--- config.mk ---
export PLATFORM = sky130hd
export DESIGN_NAME = operand_ea_decoder
export DESIGN_NICKNAME = d
export VERILOG_FILES = /design/src/rtl/ea_pkg.sv /design/src/rtl/ea_field_split.sv /design/src/rtl/ea_reg_pick.sv /design/src/rtl/ea_sum.sv /design/src/rtl/operand_ea_decoder.sv
export SDC_FILE = /design/constraint.sdc
export NUM_CORES = 1
export LEC_CHECK = 0
export BUFFER_PORTS_ARGS = -buffer_cell sky130_fd_sc_hd__buf_4
export CAP_MARGIN = 20
export CORE_ASPECT_RATIO = 1.75
export CORE_MARGIN = 2
export CORE_UTILIZATION = 52
export CTS_CLUSTER_SIZE = 30
export DETAILED_ROUTE_END_ITERATION = 7
export PLACE_DENSITY = 0.85
export SYNTH_ARGS = -nofsm -noshare
export SYNTH_HDL_FRONTEND = slang
export SYNTH_SLANG_ARGS = --single-unit
--- constraint.sdc ---
create_clock -name clk -period 1 [get_ports clk]
set_input_delay 0.05 -clock clk [delete_from_list [all_inputs] [get_ports clk]]
set_output_delay 0.05 -clock clk [all_outputs]
set_load 0.03 [all_outputs]
--- src/rtl/ea_pkg.sv ---
package ea_pkg;
  localparam logic [1:0] MD_NODISP = 2'b00;
  localparam logic [1:0] MD_D8     = 2'b01;
  localparam logic [1:0] MD_D32    = 2'b10;
  localparam logic [1:0] MD_REG    = 2'b11;
  localparam logic [2:0] CODE_ESC    = 3'b100;
  localparam logic [2:0] CODE_NOBASE = 3'b101;

  typedef enum logic [1:0] {DSP_NONE, DSP_B8, DSP_W32} disp_kind_e;

  typedef struct packed {
    logic [1:0] md;
    logic [2:0] rg;
    logic [2:0] rm;
  } modrm_t;

  typedef struct packed {
    logic [1:0] scale;
    logic [2:0] idx;
    logic [2:0] bse;
  } sib_t;

  function automatic logic [2:0] disp_len(disp_kind_e k);
    case (k)
      DSP_B8:  return 3'd1;
      DSP_W32: return 3'd4;
      default: return 3'd0;
    endcase
  endfunction
endpackage

--- src/rtl/ea_field_split.sv ---
module ea_field_split
  import ea_pkg::*;
(
  input  logic [7:0]  modrm_i,
  input  logic [7:0]  sib_i,
  output logic [2:0]  reg_o,
  output logic [2:0]  rm_o,
  output logic        reg_direct_o,
  output logic        sib_used_o,
  output logic        base_absent_o,
  output logic        idx_absent_o,
  output logic [1:0]  scale_o,
  output logic [2:0]  base_sel_o,
  output logic [2:0]  idx_sel_o,
  output disp_kind_e  disp_kind_o
);
  modrm_t m;
  sib_t   s;
  logic   nobase_code;

  assign m = modrm_i;
  assign s = sib_i;

  always_comb begin
    reg_o        = m.rg;
    rm_o         = m.rm;
    reg_direct_o = (m.md == MD_REG);
    sib_used_o   = !reg_direct_o && (m.rm == CODE_ESC);
    base_sel_o   = sib_used_o ? s.bse : m.rm;
    idx_sel_o    = s.idx;
    scale_o      = s.scale;
    idx_absent_o = !sib_used_o || (s.idx == CODE_ESC);
    nobase_code  = sib_used_o ? (s.bse == CODE_NOBASE) : (m.rm == CODE_NOBASE);
    base_absent_o = reg_direct_o || ((m.md == MD_NODISP) && nobase_code);
    case (m.md)
      MD_D8:     disp_kind_o = DSP_B8;
      MD_D32:    disp_kind_o = DSP_W32;
      MD_NODISP: disp_kind_o = nobase_code ? DSP_W32 : DSP_NONE;
      default:   disp_kind_o = DSP_NONE;
    endcase
  end
endmodule

--- src/rtl/ea_reg_pick.sv ---
module ea_reg_pick #(
  parameter int XLEN  = 32,
  parameter int NREG  = 8,
  parameter int IDX_W = $clog2(NREG)
) (
  input  logic [NREG*XLEN-1:0] regs_i,
  input  logic [IDX_W-1:0]     sel_i,
  output logic [XLEN-1:0]      val_o
);
  logic [XLEN-1:0] bank [NREG];

  for (genvar k = 0; k < NREG; k++) begin : g_unpack
    assign bank[k] = regs_i[k*XLEN +: XLEN];
  end

  assign val_o = bank[sel_i];
endmodule

--- src/rtl/ea_sum.sv ---
module ea_sum
  import ea_pkg::*;
#(
  parameter int XLEN = 32
) (
  input  logic [XLEN-1:0] base_val_i,
  input  logic [XLEN-1:0] idx_val_i,
  input  logic [1:0]      scale_i,
  input  logic            base_absent_i,
  input  logic            idx_absent_i,
  input  disp_kind_e      disp_kind_i,
  input  logic [XLEN-1:0] disp_raw_i,
  output logic [XLEN-1:0] ea_o
);
  function automatic logic [XLEN-1:0] sext_byte(logic [7:0] b);
    return {{(XLEN-8){b[7]}}, b};
  endfunction

  function automatic logic [XLEN-1:0] scaled(logic [XLEN-1:0] v, logic [1:0] s);
    return v << s;
  endfunction

  logic [XLEN-1:0] base_term, idx_term, disp_term;

  always_comb begin
    base_term = base_absent_i ? '0 : base_val_i;
    idx_term  = idx_absent_i ? '0 : scaled(idx_val_i, scale_i);
    case (disp_kind_i)
      DSP_B8:  disp_term = sext_byte(disp_raw_i[7:0]);
      DSP_W32: disp_term = disp_raw_i;
      default: disp_term = '0;
    endcase
    ea_o = base_term + idx_term + disp_term;
  end
endmodule

--- src/rtl/operand_ea_decoder.sv ---
module operand_ea_decoder
  import ea_pkg::*;
#(
  parameter int XLEN = 32
) (
  input  logic              clk,
  input  logic              rst_n,
  input  logic              in_valid,
  input  logic [7:0]        modrm_byte,
  input  logic [7:0]        sib_byte,
  input  logic [XLEN-1:0]   disp_word,
  input  logic [8*XLEN-1:0] gpr_flat,
  output logic              out_valid,
  output logic [2:0]        reg_field,
  output logic              is_reg_direct,
  output logic [2:0]        rm_reg,
  output logic [2:0]        disp_bytes,
  output logic              needs_sib,
  output logic [XLEN-1:0]   eff_addr,
  output logic              addr_undef
);
  localparam int NUM_GPR = 8;
  localparam int IDX_W   = $clog2(NUM_GPR);

  logic [2:0]      f_reg, f_rm, base_sel, idx_sel;
  logic            reg_direct, sib_escape, base_absent, idx_absent;
  logic [1:0]      scale;
  disp_kind_e      disp_kind;
  logic [XLEN-1:0] base_val, idx_val, ea_nx;
  logic            undef_nx;

  ea_field_split u_split (
    .modrm_i      (modrm_byte),
    .sib_i        (sib_byte),
    .reg_o        (f_reg),
    .rm_o         (f_rm),
    .reg_direct_o (reg_direct),
    .sib_used_o   (sib_escape),
    .base_absent_o(base_absent),
    .idx_absent_o (idx_absent),
    .scale_o      (scale),
    .base_sel_o   (base_sel),
    .idx_sel_o    (idx_sel),
    .disp_kind_o  (disp_kind)
  );

  ea_reg_pick #(.XLEN(XLEN), .NREG(NUM_GPR), .IDX_W(IDX_W)) u_base_pick (
    .regs_i(gpr_flat), .sel_i(base_sel), .val_o(base_val)
  );

  ea_reg_pick #(.XLEN(XLEN), .NREG(NUM_GPR), .IDX_W(IDX_W)) u_idx_pick (
    .regs_i(gpr_flat), .sel_i(idx_sel), .val_o(idx_val)
  );

  ea_sum #(.XLEN(XLEN)) u_sum (
    .base_val_i   (base_val),
    .idx_val_i    (idx_val),
    .scale_i      (scale),
    .base_absent_i(base_absent),
    .idx_absent_i (idx_absent),
    .disp_kind_i  (disp_kind),
    .disp_raw_i   (disp_word),
    .ea_o         (ea_nx)
  );

  assign undef_nx = sib_escape && idx_absent && (scale != 2'b00);

  always_ff @(posedge clk or negedge rst_n) begin
    if (!rst_n) begin
      out_valid     <= 1'b0;
      reg_field     <= '0;
      is_reg_direct <= 1'b0;
      rm_reg        <= '0;
      disp_bytes    <= '0;
      needs_sib     <= 1'b0;
      eff_addr      <= '0;
      addr_undef    <= 1'b0;
    end else begin
      out_valid <= in_valid;
      if (in_valid) begin
        reg_field     <= f_reg;
        is_reg_direct <= reg_direct;
        rm_reg        <= reg_direct ? f_rm : 3'd0;
        disp_bytes    <= disp_len(disp_kind);
        needs_sib     <= sib_escape;
        eff_addr      <= reg_direct ? '0 : ea_nx;
        addr_undef    <= undef_nx;
      end
    end
  end
endmodule

==> results of run 1 <==
## synthesized netlist by cell type, drive strengths merged, types with 3 or more instances
| cell | number | area share (%) |
|---|---|---|
| a211oi | 3 | 0.24 |
| a21boi | 4 | 0.32 |
| a21o | 9 | 0.72 |
| a21oi | 52 | 2.8 |
| a31o | 3 | 0.28 |
| a31oi | 7 | 0.47 |
| a41o | 3 | 0.32 |
| and3 | 5 | 0.33 |
| buf | 24 | 1.2 |
| clkbuf | 76 | 3.0 |
| dfrtp | 44 | 12 |
| fa | 32 | 6.8 |
| ha | 30 | 4.0 |
| inv | 102 | 4.1 |
| mux2 | 35 | 4.2 |
| mux2i | 63 | 6.7 |
| mux4 | 65 | 16 |
| nand2 | 363 | 15 |
| nand2b | 3 | 0.28 |
| nand3 | 168 | 9.0 |
| nand3b | 4 | 0.32 |
| nor2 | 16 | 0.64 |
| nor2b | 8 | 0.53 |
| nor3 | 9 | 0.48 |
| nor3b | 3 | 0.24 |
| o2111ai | 3 | 0.28 |
| o211ai | 6 | 0.48 |
| o21a | 9 | 0.72 |
| o21ai | 57 | 3.0 |
| o21bai | 5 | 0.40 |
| o22ai | 18 | 1.2 |
| o32ai | 6 | 0.56 |
| or3 | 3 | 0.20 |
| xnor2 | 13 | 1.3 |
| xor2 | 7 | 0.65 |
## cell families after synthesis
logic type / share of synthesized area, %
adders and majority gates: 10.82
other: 0.03994
buffers and inverters: 8.301
xor gates and xnor gates: 1.945
and+or+nand+nor: 27.42
DFF: 11.73
muxes: 26.54
AOI/OAI and AO/OA: 13.20
## routing by layer
metal / GRT overflow / global-route usage [%]
met1: 0 / 50.10
met2: 1 / 82.66
met3: 0 / 18.95
met4: 0 / 48.74
met5: 0 / 3.704
## timing repair
action,in CTS
gates resized for setup,146
pin swaps,65
endpoints found under the hold margin,46
cloned,6
setup endpoints to repair,33
hold buffers,3
setup buffers,20
## stage by stage
stage	util, %	worst slack [ns]	setup TNS (ns)	hold WS (ns)	instances
after floorplan	-	-3.368	-79.59	-0.2456	1286
after global placement	79.59	-3.603	-89.37	0.06111	2018
after detailed placement	79.59	-3.775	-92.78	0.06286	2018
after CTS	86.20	-3.286	-79.44	0.0004918	2053
==> flow_summary_export.csv, run 1 <==
group,metric,value,unit
clock_tree,clock_sinks,44,
clock_tree,numCtsBuffers,5,
synthesis,synth_ff_type,"dfrtp_1",
synthesis,netlist_instances,1286,
synthesis,syn_nets,1655,
synthesis,synth_area,9390,sq um
synthesis,ys_types,64,
floorplan,die_w,105.6,um
synthesis,yosys_warnings,0,
clock_tree,htree_levels,2,
grt,grt_max_degree,45,
placement,placedInstanceArea,14240,sq um
grt,grt_overflow_total,1,
synthesis,ys_seq_elements,44,
floorplan,die_h,181.8,um
placement,place_hpwl,33.70,mm
floorplan,start_util,52.48,%
placement,gp_congestion,0.9930,
placement,numPortBuffers,350,
floorplan,num_rows,65,
synthesis,synth_edf_count,0,
grt,grt_pass1_wl,76.47,mm
status,run_status,"aborted with a tool error",
clock_tree,cts-root-buf,"clkbuf_16",
floorplan,num_io_pins,352,
status,error,"[ERROR GRT-0116] Global routing finished with congestion. Check the congestion regions in the DRC Viewer.",
status,haltStage,"global routing (5_1_grt)",
grt,grtUsageTotal,51.55,%
grt,grt_pass1_vias,14681,
synthesis,avgSynthCellArea,7.302,sq um
synthesis,yosysSeqAreaShare,11.73,%
synthesis,ys_async_sr_fraction,100.0,%
clock_tree,cts.path.max_buffers,2,
==> run 2, diff against run 1 <==
CORE_ASPECT_RATIO = not set   (was 1.75)
CORE_UTILIZATION = 40   (was 52)
CTS_CLUSTER_SIZE = not set   (was 30)
PLACE_DENSITY = not set   (was 0.85)
PLACE_DENSITY_LB_ADDON = 0.15   (was not set)
==> flow_summary_export.csv, run 2 <==
group,metric,value,unit
detailed_routing,drc_errors,0,
grt,grt_pass1_wl,64.26,mm
detailed_routing,wl_per_cell,19.55,um
synthesis,synth_compound_area_share,13.20,%
sta,clock-skew-final,0,ns
synthesis,ys_seq_elements,44,
synthesis,synth_fa_ha_area_share,10.82,%
detailed_routing,drt-total-wl,42.92,mm
synthesis,yosys.area.top_type,"mux4_2",
sta,slew_headroom,63.92,%
status,run_status,"complete, but fails checks",
synthesis,synth_area,9390,sq um
sta,hold_violations,0,
critical_path,critPathKind,"primary input to register",
final_layout,drive_gt1_share,52.67,%
synthesis,avgSynthCellArea,7.302,sq um
synthesis,yosysMostFrequentCell,"nand2_1",
min_path,hp-class,"primary input to register",
detailed_routing,firstDrtPassIters,5,
floorplan,num_rows,56,
sta,layout_setup_ws,-3.226,ns
synthesis,ys_types,64,
power_and_ir_drop,powerDensity,993.4,nW/um^2
synthesis,yosys_warnings,0,
final_layout,final_cell_mix,"608 x buf_4, 335 x nand2_1, 142 x nand3_1",
flow_run,maxCapViolCount,0,
final_layout,design_area,16510,sq um
clock_tree,worstSkewPairLatency,0.30,ns
final_layout,largest_reg_flops,32,
floorplan,start_util,40.37,%
critical_path,crit_path_max_incr_delay,0.53,ns
final_layout,nets,2242,
synthesis,synth.top_cell.area_share,15.35,%
clock_tree,clock_sinks,44,
grt,grtUsageTotal,33.42,%
floorplan,num_io_pins,352,
critical_path,critPathTopFamily,"compound AO/OA/AOI/OAI gates",
sta,period_needed,4.226,ns
grt,antenna_found_initial,2,
final_layout,syn2layout_area_growth,75.80,%
critical_path,crit_path_max_fanout,8,
placement,place_hpwl,33.57,mm
critical_path,crit_chain,"buf_8, and2_4, o41ai_4, buf_6, buf_12, nand2_4, nand3_2, nand2_2, o21ai_2, nand2_2, fa_1, inv_2, ha_4, fa_2, a21o_1, and4_4, o211ai_1, nand3_2, a2111oi_4, nor3_2, or4_4, a41o_1",
placement,gp_congestion,0.9821,
synthesis,yosys.area_share.simple,27.42,%
grt,grt_pass1_vias,12032,
sta,tns,-81.28,ns
synthesis,yosys.area_share.xor_xnor,1.945,%
clock_tree,cts.path.max_buffers,2,
sta,timing.final.crit_share,422.6,%
synthesis,netlist_instances,1286,
sta,rsz0062_at_grt,"true",
status,failed_checks,"negative setup slack",
detailed_routing,via_count,12054,
synthesis,synth.area.mux_share,26.54,%
critical_path,path_buf_inv,4,
sta,tightest_slew,0.5355,ns
synthesis,synthTopCellsByArea,"mux4_2 15%, nand2_1 15%, dfrtp_1 12%, nand3_1 9.0%, fa_1 6.8%",
clock_tree,htree_levels,2,
sta,whs,0.007647,ns
critical_path,crit_slowest_cell,"fa_1",
sta,drv_slew,0,
synthesis,synth_edf_count,0,
clock_tree,clkTransAtPathRegs,0.06,ns
critical_path,end_kind,"register",
critical_path,start_kind,"primary input",
sta,fmax,0.2367,GHz
sta,setup_viol_count_final,33,
final_layout,finalCoreUtilization,70.97,%
floorplan,fp.coreArea,23260,sq um
power_and_ir_drop,power,0.01640,W
placement,numPortBuffers,350,
floorplan,dieArea,24720,sq um
placement,placedInstanceArea,14570,sq um
synthesis,yosysSeqAreaShare,11.73,%
critical_path,crit_arrival,4.41,ns
clock_tree,cts-root-buf,"clkbuf_16",
grt,grt_max_degree,45,
synthesis,syn_nets,1655,
synthesis,synth_top_family_by_area,"simple AND/OR/NAND/NOR gates",
synthesis,synth_common_cells,"363 x nand2_1, 168 x nand3_1, 102 x inv_1, 76 x clkbuf_1, 64 x mux4_2",
detailed_routing,drt_iter0_markers,853,
clock_tree,numCtsBuffers,5,
critical_path,cp.required,1.18,ns
detailed_routing,drtAntennaViolNets,0,
synthesis,ys_async_sr_fraction,100.0,%
power_and_ir_drop,leakage,8.098,nW
grt,grt_overflow_total,0,
floorplan,die_w,157.2,um
floorplan,die_h,157.2,um
clock_tree,cts_tree,"built",
power_and_ir_drop,peakVddDrop,1.137,mV
synthesis,synth_ff_type,"dfrtp_1",
detailed_routing,vias_per_cell,5.492,
final_layout,layout_commonest_cell,"buf_4",
## run 2: worst paths after layout
path,from,end,slack [ns],depth (start not counted)
hold / removal,modrm_byte[4],reg_field[1]$_DFFE_PN0P_,0.008,2
hold reg to reg,reg_field[2]$_DFFE_PN0P_,reg_field[2]$_DFFE_PN0P_,0.52,1
max in group asynchronous,rst_n,eff_addr[28]$_DFFE_PN0P_,0.33,2
setup reg to reg,eff_addr[31]$_DFFE_PN0P_,eff_addr[31]$_DFFE_PN0P_,0.16,2
min in group asynchronous,rst_n,eff_addr[2]$_DFFE_PN0P_,0.28,2
setup / recovery,modrm_byte[7],eff_addr[31]$_DFFE_PN0P_,-3.23,22
## run 2: repair_timing
action,4_1_cts,5_1_grt
pin swaps,41,68
hold buffers,3,0
endpoints found under the hold margin,46,0
buffers inserted,25,22
gates cloned,7,1
setup endpoints to repair,33,33
resized for setup,199,70
## run 2: cell type report
| cell class | count | area (sq um) |
|---|---|---|
| clock buffer | 7 | 142.6 |
| multi-input combinational | 1041 | 8738 |
| tap | 319 | 399.1 |
| fill | 1864 | 6754 |
| timing repair buffer | 679 | 5732 |
| antenna | 2 | 5.005 |
| sequential | 44 | 1101 |
| inverter | 102 | 382.9 |
| clock inverter | 1 | 7.507 |
## run 2: kinds of logic (layout without fill, tap and decap cells)
logic type | Yosys count | count (layout)
DFF | 44 | 44
muxes | 163 | 163
AOI/OAI and AO/OA | 200 | 201
xor gates and xnor gates | 20 | 20
adders and majority gates | 62 | 62
buffers and inverters | 202 | 789
other | 1 | 3
and+or+nand+nor | 594 | 594
## run 2: power breakdown
part | switching [W] | leakage (nW) | internal [W] | total, W
Combinational | 0.00615 | 7.47 | 0.00616 | 0.0123
Clock | 0.000695 | 0.0701 | 0.000995 | 0.00169
Sequential | 0.000235 | 0.560 | 0.00217 | 0.00240
## run 2: through the flow
step	setup slack (ns)	std cells
detailed placement	-3.758	2136
global route	-3.430	2195
CTS	-3.131	2179
finish	-3.226	2195
global placement	-3.646	2136
floorplan	-3.368	1286
## run 2: worst reg2reg max path: cells and delay by family, from the launching register on
kind	cells	cell delay, ns
AO/OA/AOI/OAI	1	0.20
flip-flops	1	0.39
AND/OR/NAND/NOR	1	0.14
## run 2: routing by layer
metal	GRT usage [%]	vias up	wire length [um]
met5	0	-	0
met4	11.65	0	1411
met3	5.920	80	3668
met2	57.06	558	20930
met1	42.52	5726	16910
li1	-	5690	-
No activity file was read; power rests on OpenSTA's default activity.
==> run 3, diff against run 2 <==
MAX_ROUTING_LAYER = met4   (was not set)
SETUP_SLACK_MARGIN = 0.05   (was not set)
==> flow_summary_export.csv, run 3 (same netlist as run 2, synthesis figures left out) <==
group,metric,value,unit
clock_tree,numCtsBuffers,5,
sta,drv_slew,0,
floorplan,die_w,157.2,um
critical_path,critPathKind,"primary input to register",
final_layout,nets,2262,
sta,clock-skew-final,0,ns
critical_path,crit_path_max_fanout,13,
grt,grt_max_degree,32,
detailed_routing,wl_per_cell,18.88,um
detailed_routing,firstDrtPassIters,6,
placement,numPortBuffers,350,
placement,gp_congestion,1.011,
status,failed_checks,"negative setup slack",
detailed_routing,drt_iter0_markers,718,
floorplan,die_h,157.2,um
clock_tree,cts-root-buf,"clkbuf_16",
critical_path,cp.required,1.18,ns
placement,place_hpwl,33.50,mm
sta,hold_violations,0,
clock_tree,clock_sinks,44,
critical_path,crit_slowest_cell,"fa_1",
grt,busiest_layer,"met2",
grt,grtUsageMet2,57.00,%
critical_path,path_buf_inv,3,
grt,met3_usage,3.414,%
critical_path,crit_chain,"buf_8, mux4_2, mux2i_1, mux2_4, or3b_4, fa_1, inv_2, ha_4, fa_2, a21o_1, and4_4, o211ai_1, buf_4, nand3_4, a2111oi_4, nor3_2, or4_1, a41o_1",
critical_path,crit_arrival,4.32,ns
status,run_status,"complete, but fails checks",
detailed_routing,drt-total-wl,41.82,mm
grt,antenna_found_initial,2,
clock_tree,worstSkewPairLatency,0.28,ns
power_and_ir_drop,powerDensity,969.1,nW/um^2
sta,fmax,0.2412,GHz
power_and_ir_drop,leakage,8.180,nW
floorplan,fp.coreArea,23260,sq um
clock_tree,htree_levels,2,
detailed_routing,vias_per_cell,5.349,
clock_tree,clkTransAtPathRegs,0.06,ns
power_and_ir_drop,peakVddDrop,1.346,mV
critical_path,critPathTopFamily,"simple AND/OR/NAND/NOR gates",
critical_path,crit_path_max_incr_delay,0.55,ns
grt,met1_usage,43.40,%
critical_path,end_kind,"register",
power_and_ir_drop,power,0.01605,W
floorplan,num_rows,56,
final_layout,syn2layout_area_growth,76.42,%
final_layout,layout_commonest_cell,"buf_4",
sta,whs,0.006256,ns
sta,setup_viol_count_final,33,
grt,grt_pass1_vias,11731,
final_layout,fin_cells,2215,
critical_path,start_kind,"primary input",
sta,layout_setup_ws,-3.147,ns
sta,period_needed,4.147,ns
flow_run,maxCapViolCount,0,
final_layout,largest_reg_flops,32,
floorplan,start_util,40.37,%
detailed_routing,via_count,11848,
detailed_routing,drc_errors,0,
final_layout,drive_gt1_share,51.90,%
placement,numPlacedInstances,2154,
clock_tree,cts.path.max_buffers,2,
detailed_routing,drtAntennaViolNets,0,
final_layout,final_cell_mix,"624 x buf_4, 329 x nand2_1, 150 x nand3_1",
grt,grt_pass1_wl,63.12,mm
sta,rsz0062_at_grt,"true",
grt,grt_overflow_total,0,
sta,timing.final.crit_share,414.7,%
final_layout,fill_cells,1904,
floorplan,num_io_pins,352,
grt,grtUsageTotal,33.66,%
clock_tree,cts_tree,"built",
min_path,hp-class,"primary input to register",
floorplan,dieArea,24720,sq um
## run 3: timing repair
item	CTS	global route
gates resized for setup	126	107
setup endpoints to repair	33	33
buffers inserted	25	13
gates cloned	7	6
endpoints found under the hold margin	47	0
pin swaps	54	47
hold buffers	4	0
## run 3: area by class of cell
cell class	count	area [sq um]	share of cell area [%]
well taps	319	399.1	2.409
inverters	102	382.9	2.311
clock inverters	3	18.77	0.1133
diodes	2	5.005	0.03021
multi-input cells	1040	8579	51.79
flip-flops and latches	44	1102	6.654
clock buffers	5	125.1	0.7553
repair buffers	700	5953	35.94
## run 3: final timing paths
check                      cells after the start                 startpoint                         to  slack, ns
setup / recovery                              18                sib_byte[3]   eff_addr[31]$_DFFE_PN0P_      -3.15
hold / removal                                 2              modrm_byte[4]   reg_field[1]$_DFFE_PN0P_      0.006
min in group asynchronous                      2                      rst_n      rm_reg[2]$_DFFE_PN0P_       0.16
hold reg to reg                                1  disp_bytes[2]$_DFFE_PN0P_  disp_bytes[2]$_DFFE_PN0P_       0.51
setup reg to reg                               2  disp_bytes[0]$_DFFE_PN0P_  disp_bytes[0]$_DFFE_PN0P_       0.15
max in group asynchronous                      3                      rst_n   eff_addr[24]$_DFFE_PN0P_       0.43
## run 3: metrics by stage
stage               setup TNS, ns  setup WS, ns  utilization (%)  cell area (sq um)
floorplan                  -79.59        -3.368                -               9585
global placement           -92.49        -3.701            63.11              14680
detailed placement         -93.49        -3.739            63.11              14680
CTS                        -79.67        -3.146            68.13              15850
global route               -84.20        -3.310            71.21              16570
finish                     -78.74        -3.147            71.21              16570
## run 3: where the power goes
part	internal (W)	leakage, nW	switching (W)	total, W
combinational	0.00611	7.55	0.00596	0.0121
sequential	0.00217	0.558	0.000220	0.00239
clock	0.000920	0.0736	0.000676	0.00160
## run 3: per-layer routing
layer | vias up | routed length [um]
li1 | 5722 | -
met1 | 5569 | 17220
met2 | 498 | 20390
met3 | 59 | 3225
met4 | 0 | 983
met5 | - | 0
